--- config.mk ---
export PLATFORM = sky130hd
export DESIGN_NAME = gpio_ctl
export DESIGN_NICKNAME = d
export VERILOG_FILES = /design/src/rtl/gpio_ctl.sv
export SDC_FILE = /design/constraint.sdc
export NUM_CORES = 1
export LEC_CHECK = 0
export BUFFER_PORTS_ARGS = -buffer_cell sky130_fd_sc_hd__buf_2
export CAP_MARGIN = 20
export CORE_MARGIN = 2
export CORE_UTILIZATION = 25
export CTS_CLUSTER_SIZE = 16
export DETAILED_ROUTE_END_ITERATION = 10
export PLACE_DENSITY = 0.56
export SYNTH_ARGS = -nofsm -noshare
export SYNTH_HDL_FRONTEND = slang
export SYNTH_SLANG_ARGS = --single-unit
--- constraint.sdc ---
create_clock -name clk -period 1.18 [get_ports clk]
set_input_delay 0.236 -clock clk [delete_from_list [all_inputs] [get_ports clk]]
set_output_delay 0.236 -clock clk [all_outputs]
set_load 0.02 [all_outputs]
--- src/rtl/gpio_ctl.sv ---
module gpio_ctl #(
  parameter int N = 6
) (
  input  logic        clk,
  input  logic        rst_n,
  input  logic        reg_we,
  input  logic [1:0]  reg_addr,
  input  logic [31:0] reg_wdata,
  output logic [31:0] reg_rdata,
  input  logic [N-1:0] led_mask,
  input  logic [N-1:0] led_sig,
  input  logic [N-1:0] pad_in,
  output logic [N-1:0] pad_out,
  output logic [N-1:0] pad_oe,
  output logic        irq
);
  localparam int BUF_LSB = 8;
  localparam int POL_LSB = 16;

  logic [N-1:0] dir_q, buf_q, pol_q, dat_q, sts_q, en_q, led_q;
  logic [N-1:0] meta_q, sync_q;
  logic [N-1:0] hit, clr, rd_dat;

  assign hit    = ~(sync_q ^ pol_q);
  assign clr    = (reg_we && reg_addr == 2'd2) ? reg_wdata[N-1:0] : '0;
  assign rd_dat = (dir_q & dat_q) | (~dir_q & sync_q);

  always_ff @(posedge clk) begin
    if (!rst_n) begin
      dir_q  <= '0;
      buf_q  <= '0;
      pol_q  <= '0;
      dat_q  <= '0;
      sts_q  <= '0;
      en_q   <= '0;
      meta_q <= '0;
      sync_q <= '0;
      led_q  <= led_mask;
      irq    <= 1'b0;
    end else begin
      meta_q <= pad_in;
      sync_q <= meta_q;
      sts_q  <= hit | (sts_q & ~clr);
      irq    <= |(sts_q & en_q);
      if (reg_we) begin
        case (reg_addr)
          2'd0: begin
            dir_q <= reg_wdata[N-1:0];
            buf_q <= reg_wdata[BUF_LSB +: N];
            pol_q <= reg_wdata[POL_LSB +: N];
          end
          2'd1: dat_q <= reg_wdata[N-1:0];
          2'd2: en_q  <= reg_wdata[POL_LSB +: N];
          default: ;
        endcase
      end
    end
  end

  always_comb begin
    reg_rdata = '0;
    case (reg_addr)
      2'd0: begin
        reg_rdata[N-1:0]          = dir_q;
        reg_rdata[BUF_LSB +: N]   = buf_q;
        reg_rdata[POL_LSB +: N]   = pol_q;
      end
      2'd1: reg_rdata[N-1:0] = rd_dat;
      2'd2: begin
        reg_rdata[N-1:0]        = sts_q;
        reg_rdata[POL_LSB +: N] = en_q;
      end
      default: ;
    endcase
  end

  for (genvar i = 0; i < N; i++) begin : g_pad
    always_comb begin
      if (led_q[i]) begin
        pad_oe[i]  = 1'b1;
        pad_out[i] = led_sig[i];
      end else if (!dir_q[i]) begin
        pad_oe[i]  = 1'b0;
        pad_out[i] = 1'b0;
      end else if (buf_q[i]) begin
        pad_oe[i]  = 1'b1;
        pad_out[i] = dat_q[i];
      end else begin
        pad_oe[i]  = ~dat_q[i];
        pad_out[i] = 1'b0;
      end
    end
  end
endmodule

==> summary.md <==
| Metric | Value |
|---|---|
| Tcrit/Tclk final | `1.24` |
| Final net count | `between 400 and 500` |
| Die X | `103 um` |
| Initial antenna violation count | `0` |
| Vias | `2262` |
| Status | `finished, violations left` |
| Startpoint Class | `register` |
| Layout fillers | `about 990` |
| Required @ worst endpoint | `0.94 ns` |
| Critical path's top delay family | `compound AO/OA/AOI/OAI gates` |
| Crit Path Class | `register to output port` |
| Final Hold Fails | `0` |
| CP Buf/Inv Count | `1` |
| Initial DRC Count | `71` |
| Layout cells sized above 1 | `0.460` |
| Crit-path cells | `a21oi_1 > a311oi_1 > a21o_1 > buf_6` |
| Io pins | `100` |
| RSZ-0062 raised after global routing | `true` |
| Clock Tree Root | `clkbuf_8` |
| Syn Inst Count | `~290` |
| First-pass GRT wire length | `between 10000 and 15000 um` |
| Die area | `0.0107 mm^2` |
| Top Layer Used | `met4` |
| Final Skew | `about 0.010 ns` |
| Clk sinks | `between 50 and 60` |
| Post-route ant nets | `0` |
| CTS Buf Count | `5` |
| Ys flop type | `dfxtp_1` |
| Ys async rst share | `0` |
| Synth-to-Final Area Change | `49.4%` |
| Hold buffer count at cts | `0` |
| Routed wire per std cell | `roughly 13 um` |
| Sequential share of the synthesized area | `0.471` |
| Yosys warns | `0` |
| Crit path DAT | `~1.2 ns` |
| Total power per unit cell area | `1070 mW/mm^2` |
| Number of global-route vias before repair | `between 2000 and 2500` |
| Fin area | `around 0.0037 mm^2` |
| Reg2reg start | `en_q[2]` |
| Count of flip-flops with a built-in enable after synthesis | `6` |
| Met2 wire length | `approximately 3300 um` |
| CTS tree | `yes` |
| Total gr overflow | `0` |
| Final HPWL DP | `4780 um` |
| Failing checks | `negative setup slack` |
| Max-slew violation count | `0` |
| P_leak | `between 0.0015 and 0.002 uW` |
| Fin Hold WS | `0.0920 ns` |
| I/O Buffers | `71` |
| Ant diodes | `0` |
| Setup ws final | `-0.282 ns` |
| Netlist Area Pre-Place | `~0.0025 mm^2` |
| Number of synthesized register bits | `55` |
| CTS clk-pin slew, worst paths | `approximately 0.1 ns` |
| Origin of the worst min-delay path | `led_mask[3]` |
| GP Congestion | `slightly below 0.8` |
| Critical path peak fanout | `2` |
| GR Util All Layers | `0.124` |
| Clock Path Buffers | `2` |
| H-tree lvl count | `2` |
| Crit. Startpoint | `sync_q[3]` |
| CP max-delay cell | `dfxtp_2` |
| Max-cap violations | `0` |
| Syn_area_per_cell | `about 8.5 um^2` |
| Fmax | `0.684 GHz` |
| Starting density of the core | `0.255` |
| Post-detailed-route DRC marker count | `0` |
| Die Y | `between 100 and 150 um` |
| Critical path capture point type | `output port` |
| Peak supply drop | `between 500 and 600 uV` |
| Minimum clock period | `approximately 1.5 ns` |
| DP Area | `around 0.003 mm^2` |
| Synth unique cells | `28` |
| CP peak stage delay | `0.36 ns` |
| Met3 wire len | `401 um` |
| Final setup viols | `28` |
| HP Class | `input pin to register` |
| Final Power | `between 3000 and 4000 uW` |
| Largest net degree at the start of global routing | `44` |
| Clock Latency Late Sink | `0.31 ns` |
| Vias/cell | `4.28` |
| TritonRoute pass-1 iters | `4` |
| Core area | `about 0.0097 mm^2` |
| Cell Rows | `36` |
| Drt total wl | `~6600 um` |
| Wl on met1 | `just under 3000 um` |
cells in the final DEF, fill, tap and decap left out, types with 4 or more instances in the layout:
cell      Yosys  final
nand2_1      58     58
edfxtp_1      6      6
buf_4        15     39
dfxtp_1      49     14
a21o_1        6      6
xor2_1        6      6
dfxtp_4       0      4
and2_4        0      6
buf_6         3     32
dfxtp_2       0     31
o21ai_2       0      4
mux2i_1      12     12
clkbuf_8      0      5
inv_1        11      8
a21oi_1      36     35
nor2_1       15     12
conb_1        1     14
o21ai_1       0      6
and2_1       18     12
buf_2         4     39
o21ai_0      16      6
nand2b_1      6      5
report_power, final:
group	total, uW	leakage [uW]	switching [uW]	internal [uW]
combinational	707	0.00114	369	338
clock	1210	0.0000513	589	623
sequential	2040	0.000478	62.3	1980
flip-flops by register name, summed over array words and instances, names as in the netlist:
register  cells
dat_q         6
pol_q         6
buf_q         6
irq           1
meta_q        6
sts_q         6
en_q          6
sync_q        6
dir_q         6
led_q         6
per-layer routing:
layer	GRT usage	up-vias
li1	-	1145
met1	0.152	1044
met2	0.217	68
met3	0.0289	5
met4	0.0334	0
met5	0	-
logic make-up (layout without fill, tap and decap cells):
group                     Yosys count  in the layout  share of synthesized area
xor gates and xnor gates            6              6                     0.0213
and+or+nand+nor                   109            109                      0.207
buffers and inverters              40            132                     0.0948
AOI/OAI and AO/OA                  68             68                      0.156
DFF                                55             55                      0.471
other                               1             14                    0.00152
muxes                              12             12                     0.0487
cells in the mapped netlist (6+ instances only):
master	instances	share of area
nor2_1	15	0.023
and2_1	18	0.046
buf_4	15	0.046
dfxtp_1	49	0.40
inv_1	11	0.017
nand2b_1	6	0.015
a21oi_1	36	0.073
a21o_1	6	0.018
nand2_1	58	0.088
edfxtp_1	6	0.073
nand3_1	6	0.012
o21ai_0	16	0.032
mux2i_1	12	0.049
xor2_1	6	0.021
worst paths after layout:
kind	end	slack, ns	cells after the start
min reg2reg	sync_q[3]	0.44	1
min	led_q[3]	0.09	1
max reg2reg	irq	0.28	3
max	reg_rdata[3]	-0.28	4
timing repair:
action	in CTS	in global routing
setup buffers	20	3
resized for setup	121	19
pin swaps	16	14
endpoints found under the setup margin	30	30
metrics by stage:
| stage | instances | TNS [ns] | setup slack, ns | utilization |
|---|---|---|---|---|
| detailed placement | 500 | -6.90 | -0.278 | 0.317 |
| global route | 529 | -4.92 | -0.355 | 0.381 |
| floorplan | 304 | -0.429 | -0.0513 | - |
| finish | 529 | -3.28 | -0.282 | 0.381 |
| CTS | 527 | -3.53 | -0.286 | 0.372 |
| global placement | 500 | -5.98 | -0.289 | 0.317 |
final cells by class:
cell class | instances | area, um^2 | share of cell area
multi-input combinational | 209 | 1240 | 0.336
clock buffer | 6 | 72.6 | 0.0197
clock inverter | 1 | 30.0 | 0.00814
inverter | 11 | 41.3 | 0.0112
sequential | 55 | 1210 | 0.329
tap | 133 | 166 | 0.0451
timing repair buffer | 114 | 923 | 0.250
No activity file was read; power rests on OpenSTA's default activity.
